--- config.mk ---
export PLATFORM = sky130hd
export DESIGN_NAME = osd_raster_gen
export DESIGN_NICKNAME = d
export VERILOG_FILES = /design/src/rtl/osd_raster_pkg.sv /design/src/rtl/osd_cell_axis.sv /design/src/rtl/osd_blink_div.sv /design/src/rtl/osd_raster_gen.sv
export SDC_FILE = /design/constraint.sdc
export NUM_CORES = 1
export LEC_CHECK = 0
export BUFFER_PORTS_ARGS = -buffer_cell sky130_fd_sc_hd__buf_4
export CORE_ASPECT_RATIO = 1.5
export CORE_UTILIZATION = 25
export CTS_CLUSTER_SIZE = 16
export DETAILED_ROUTE_END_ITERATION = 10
export GPL_ROUTABILITY_DRIVEN = 0
export PLACE_DENSITY_LB_ADDON = 0.2
export RECOVER_POWER = 50
export SYNTH_ARGS = -nofsm -noshare
export SYNTH_HDL_FRONTEND = slang
export SYNTH_SLANG_ARGS = --single-unit
--- constraint.sdc ---
create_clock -name clk -period 2.5 [get_ports clk]
set_input_delay 0.25 -clock clk [delete_from_list [all_inputs] [get_ports clk]]
set_output_delay 0.25 -clock clk [all_outputs]
set_load 0.05 [all_outputs]
--- src/rtl/osd_raster_pkg.sv ---
package osd_raster_pkg;
  localparam int unsigned TEXT_COLS   = 24;
  localparam int unsigned TEXT_ROWS   = 12;
  localparam int unsigned GLYPH_W     = 12;
  localparam int unsigned GLYPH_H     = 18;
  localparam int unsigned OFFSET_UNIT = 4;
  localparam int unsigned OFF_W       = 6;
  localparam int unsigned MAG_W       = 2;

  // Raster units between the sync point and the window edge.
  function automatic int unsigned start_of(input logic [OFF_W-1:0] code,
                                           input int unsigned unit);
    return int'(code) * unit;
  endfunction

  // Replication factor selected by a size code (1..2**MAG_W).
  function automatic int unsigned mag_factor(input logic [MAG_W-1:0] code);
    return int'(code) + 1;
  endfunction
endpackage

--- src/rtl/osd_cell_axis.sv ---
// One raster axis: a position counter since the restart strobe, and a
// cell walker (replica, in-cell position, cell index) inside the window.
module osd_cell_axis #(
  parameter int unsigned CELLS = 24,
  parameter int unsigned CELL  = 12,
  parameter int unsigned UNIT  = 4,
  parameter int unsigned OFF_W = 6,
  parameter int unsigned MAG_W = 2,
  localparam int unsigned IDX_W = $clog2(CELLS),
  localparam int unsigned SUB_W = $clog2(CELL)
) (
  input  logic             clk,
  input  logic             rst_n,
  input  logic             restart,
  input  logic             step,
  input  logic [OFF_W-1:0] off_code,
  input  logic [MAG_W-1:0] mag_code,
  output logic             active,
  output logic [IDX_W-1:0] idx,
  output logic [SUB_W-1:0] sub
);
  localparam int unsigned SPAN  = CELLS * CELL * (1 << MAG_W)
                                + ((1 << OFF_W) - 1) * UNIT + 2;
  localparam int unsigned POS_W = $clog2(SPAN);
  localparam logic [POS_W-1:0] POS_TOP = '1;

  logic [POS_W-1:0] pos_q;
  logic [MAG_W-1:0] rep_q;
  logic [SUB_W-1:0] sub_q;
  logic [IDX_W-1:0] idx_q;
  logic             act_q;

  logic [POS_W:0] start_w;
  logic [POS_W:0] pos_inc;
  logic           at_top, enter, last_rep, last_sub, last_idx, leave;

  assign start_w  = (POS_W+1)'(osd_raster_pkg::start_of(off_code, UNIT));
  assign pos_inc  = {1'b0, pos_q} + 1'b1;
  assign at_top   = (pos_q == POS_TOP);
  assign enter    = !act_q && !at_top && (pos_inc == start_w);
  assign last_rep = ((int'(rep_q) + 1) == osd_raster_pkg::mag_factor(mag_code));
  assign last_sub = (sub_q == SUB_W'(CELL - 1));
  assign last_idx = (idx_q == IDX_W'(CELLS - 1));
  assign leave    = act_q && last_rep && last_sub && last_idx;

  always_ff @(posedge clk) begin
    if (!rst_n) begin
      pos_q <= POS_TOP;
      act_q <= 1'b0;
      rep_q <= '0;
      sub_q <= '0;
      idx_q <= '0;
    end else if (restart) begin
      pos_q <= '0;
      act_q <= (start_w == '0);
      rep_q <= '0;
      sub_q <= '0;
      idx_q <= '0;
    end else if (step) begin
      if (!at_top) pos_q <= pos_inc[POS_W-1:0];
      if (enter) begin
        act_q <= 1'b1;
      end else if (leave) begin
        act_q <= 1'b0;
        rep_q <= '0;
        sub_q <= '0;
        idx_q <= '0;
      end else if (act_q) begin
        if (last_rep) begin
          rep_q <= '0;
          if (last_sub) begin
            sub_q <= '0;
            idx_q <= idx_q + 1'b1;
          end else begin
            sub_q <= sub_q + 1'b1;
          end
        end else begin
          rep_q <= rep_q + 1'b1;
        end
      end
    end
  end

  assign active = act_q;
  assign idx    = idx_q;
  assign sub    = sub_q;
endmodule

--- src/rtl/osd_blink_div.sv ---
// Frame counter whose top bit is the blink phase.
module osd_blink_div #(
  parameter int unsigned BW = 5
) (
  input  logic          clk,
  input  logic          rst_n,
  input  logic          frame_tick,
  output logic          phase,
  output logic [BW-1:0] count
);
  logic [BW-1:0] cnt_q;

  always_ff @(posedge clk) begin
    if (!rst_n)          cnt_q <= '0;
    else if (frame_tick) cnt_q <= cnt_q + 1'b1;
  end

  assign phase = cnt_q[BW-1];
  assign count = cnt_q;
endmodule

--- src/rtl/osd_raster_gen.sv ---
module osd_raster_gen #(
  parameter int unsigned COLS    = osd_raster_pkg::TEXT_COLS,
  parameter int unsigned ROWS    = osd_raster_pkg::TEXT_ROWS,
  parameter int unsigned CELL_W  = osd_raster_pkg::GLYPH_W,
  parameter int unsigned CELL_H  = osd_raster_pkg::GLYPH_H,
  parameter int unsigned UNIT    = osd_raster_pkg::OFFSET_UNIT,
  parameter int unsigned OFF_W   = osd_raster_pkg::OFF_W,
  parameter int unsigned MAG_W   = osd_raster_pkg::MAG_W,
  parameter int unsigned BLINK_W = 5,
  localparam int unsigned COL_W  = $clog2(COLS),
  localparam int unsigned ROW_W  = $clog2(ROWS),
  localparam int unsigned DOT_W  = $clog2(CELL_W),
  localparam int unsigned SCAN_W = $clog2(CELL_H)
) (
  input  logic              clk,
  input  logic              rst_n,
  input  logic              hsync,
  input  logic              vsync,
  input  logic [OFF_W-1:0]  hpos,
  input  logic [OFF_W-1:0]  vpos,
  input  logic [MAG_W-1:0]  hsize,
  input  logic [MAG_W-1:0]  vsize,
  input  logic              blink_attr,
  output logic [COL_W-1:0]  col,
  output logic [ROW_W-1:0]  row,
  output logic [DOT_W-1:0]  dot,
  output logic [SCAN_W-1:0] scan,
  output logic              disp_en
);
  // Named internal events, visible to the bound checker.
  logic               h_act;
  logic               v_act;
  logic               blink_phase;
  logic [BLINK_W-1:0] blink_cnt;
  logic               blk_q;

  // Horizontal axis: restarts on a line strobe and steps every pixel.
  osd_cell_axis #(
    .CELLS(COLS), .CELL(CELL_W), .UNIT(UNIT), .OFF_W(OFF_W), .MAG_W(MAG_W)
  ) h_axis_i (
    .clk(clk), .rst_n(rst_n), .restart(hsync), .step(1'b1),
    .off_code(hpos), .mag_code(hsize),
    .active(h_act), .idx(col), .sub(dot)
  );

  // Vertical axis: restarts on a frame strobe and steps on line strobes.
  osd_cell_axis #(
    .CELLS(ROWS), .CELL(CELL_H), .UNIT(UNIT), .OFF_W(OFF_W), .MAG_W(MAG_W)
  ) v_axis_i (
    .clk(clk), .rst_n(rst_n), .restart(vsync), .step(hsync),
    .off_code(vpos), .mag_code(vsize),
    .active(v_act), .idx(row), .sub(scan)
  );

  osd_blink_div #(.BW(BLINK_W)) blink_i (
    .clk(clk), .rst_n(rst_n), .frame_tick(vsync),
    .phase(blink_phase), .count(blink_cnt)
  );

  // Blink request lines up with the raster position of the same edge.
  always_ff @(posedge clk) begin
    if (!rst_n) blk_q <= 1'b0;
    else        blk_q <= blink_attr;
  end

  assign disp_en = h_act && v_act && !(blk_q && blink_phase);
endmodule

==> impl_metrics.py <==
metrics = {
    "sta": {
        "setup_viol": 0,
        "rsz0062_at_grt": "no",
        "hold_violations": 0,
        "hold_slack_ps": 179,
        "setup_slack_ps": 398,
        "tightestPinTransition_ps": 695,
        "timing.slew.headroom_pct": 53.7,
        "fmax_mhz": 476,
        "setup_tns_ps": 0,
        "fin_crit_sh_pct": 84.1,
        "post-route-min-period_ps": 2100,
        "skew_ps": 4.45,
        "finalMaxSlewViolations": 0,
    },
    "setup_path": {
        "crit_slowest_cell": "dfxtp_1",
        "crit_type": "flip-flop to flip-flop",
        "critical_path.max_stage_delay_ps": 490,
        "endpoint_kind": "flip-flop",
        "cp_cell_sequence": "ha_1 > and4_1 > nand4_1 > o2111a_1 > o2111ai_1 > o31ai_1",
        "critical_path_arrival_ps": 2280,
        "cp.required_ps": 2680,
        "cp-start-kind": "flip-flop",
        "path_max_fanout": 8,
        "critPathBufInv": 0,
        "crit_family": "simple AND/OR/NAND/NOR gates",
    },
    "route": {
        "drt_iter0_drc": 95,
        "top_layer_used": "met4",
        "dr_wl_met2_mm": 3.65,
        "drcViolationCount": 0,
        "firstDrtPassIters": 4,
        "routed_via_density": 4.80,
        "wl_met3_um": 220,
        "met1_length_mm": 3.11,
        "wl_mm": 7.09,
        "ant_nets": 0,
        "wl_per_cell_um": 13.3,
        "vias": 2552,
    },
    "floorplanning": {
        "dieArea_um2": 12600,
        "fp.dieH_um": 137,
        "row_count": 48,
        "coreArea_um2": 11700,
        "start_util_pct": 26.0,
        "boundaryPins": 40,
        "dieWidth_um": 91.9,
    },
    "job": {
        "cap_viol_max_count": 0,
    },
    "global_route": {
        "grt_max_degree": 20,
        "grt_pass1_wl_mm": 11.6,
        "antenna_found_initial": 0,
        "grt_usage_pct": 11.7,
        "grt_pass1_vias": 2402,
        "grt_remaining_overflow": 0,
    },
    "synth": {
        "synth_top_area_share_pct": 34.3,
        "synthCells": 357,
        "postSynthRegisterBits": 52,
        "syn_area_per_cell_um2": 8.50,
        "ys_top_cells_by_area": "dfxtp_1, xnor2_1, xor2_1",
        "synth_edf_count": 0,
        "yosysTopAreaCell": "dfxtp_1",
        "syn_area_um2": 3030,
        "yosysUniqueCellTypes": 54,
        "yosysWarnings": 0,
        "syn_nets": 392,
        "ys.flop_type": "dfxtp_1",
        "yosysSeqAreaShare_pct": 34.3,
        "postSynth.asyncResetShare_pct": 0,
    },
    "finish": {
        "layout_common_cells": "dfxtp_1, nand2_1, nor2_1, xnor2_1, o21ai_0",
        "area_delta_synth_final_pct": 13.8,
        "fillers": 1268,
        "diodes": 0,
        "layout.nets": 419,
        "fin_util_pct": 29.6,
        "final_common_cell": "dfxtp_1",
        "drive_above_1_share_pct": 8.64,
    },
    "clocking": {
        "numCtsBuffers": 5,
        "path_clk_slew_ps": 70,
        "htreeDepth": 2,
        "cts-hold-fix-buffers": 0,
        "cts_setup_buffers": 0,
        "numClockSinks": 52,
        "clock_latency_ps": 290,
        "clockBufferDepth": 2,
        "cts_tree": "yes",
        "cts-resized-gates": 0,
        "clk_root_buffer_cell": "clkbuf_16",
    },
    "power_and_ir_drop": {
        "p_leak_nw": 1.24,
        "cellPowerDensity_nw_per_um2": 537,
        "ir_drop_v": 0.000299,
        "p_total_mw": 1.85,
    },
    "worst_hold_path": {
        "hold_class": "primary input to flip-flop",
    },
    "run_status": {
        "status": "finished, final reports clean",
    },
    "placed_design": {
        "pre_cts_ws_ps": 393,
        "dp_hpwl_mm": 5.35,
        "port_buffers": 39,
    },
}
[flip-flops by register name (all words and copies together) (netlist names)]
register	count
v_axis_i.sub	5
h_axis_i.active	1
blk_q	1
blink_i.count	5
v_axis_i.pos_q	11
h_axis_i.idx	5
v_axis_i.rep_q	2
v_axis_i.idx	4
v_axis_i.active	1
h_axis_i.rep_q	2
h_axis_i.sub	4
h_axis_i.pos_q	11
[cell usage after synthesis (all sizes together) (2+ instances only)]
master,number
nor3b,3
and2,7
nor3,7
ha,14
dfxtp,52
nand4,14
nand2b,2
nor2b,4
a21oi,16
a31oi,5
nand3,16
nor4,3
xnor2,29
inv,3
nor2,35
nand2,35
o2111a,2
nor4b,5
mux2i,4
nand4b,2
and4,5
xor2,22
clkbuf,10
buf,11
a41o,2
o31ai,2
o21ai,29
[through the flow]
step | cells | cell area [um2]
6_report | 532 | 3450
5_1_grt | 532 | 3450
4_1_cts | 532 | 3550
3_5_place_dp | 527 | 3420
3_3_place_gp | 527 | 3420
2_1_floorplan | 357 | 3030
[power by group]
part	leakage (nW)	switching [mW]	internal, mW	total, mW
clock network	0.0616	0.296	0.355	0.651
registers	0.427	0.0598	0.864	0.924
logic	0.755	0.145	0.133	0.279
total	1.24	0.501	1.35	1.85
[routing by layer]
layer | vias to the layer above | GRT usage (%)
met2 | 36 | 22.3
met3 | 6 | 1.94
met4 | 0 | 4.69
met1 | 1200 | 12.5
met5 | - | 0
li1 | 1310 | -
[final cells by class]
class	count	area, um2	area share (%)
inverter	3	11.3	0.326
sequential	52	1040	30.2
clock buffer	5	125	3.62
tap	150	188	5.44
multi-input combinational	281	1860	53.8
timing repair buffer	41	229	6.63
[cell families after synthesis]
family          synth area share, %
compound gates                 14.7
xor+xnor                       14.7
simple gates                   25.2
buf+inv                        3.92
fa+ha+maj                      5.78
mux                            1.32
flops                          34.3
[worst reg2reg max path, cell delays in order (launching register included)]
cell and delay (ps):
dfxtp_1 490, ha_1 330, and4_1 400, nand4_1 330
o2111a_1 260, o2111ai_1 90, o31ai_1 90
[path summary, 6_finish.rpt]
kind	start	end	slack (ps)	depth (start not counted)
worst max-delay path	h_axis_i.pos_q[0]$_SDFFE_PN1P_	h_axis_i.active$_SDFFE_PN0P_	400	6
worst max register to register	h_axis_i.pos_q[0]$_SDFFE_PN1P_	h_axis_i.active$_SDFFE_PN0P_	400	6
worst min-delay path	blink_attr	blk_q$_SDFF_PN0_	180	2
worst min register to register	h_axis_i.rep_q[1]$_SDFFE_PP0P_	h_axis_i.rep_q[1]$_SDFFE_PP0P_	460	2
(Power assumes the default switching activity.)
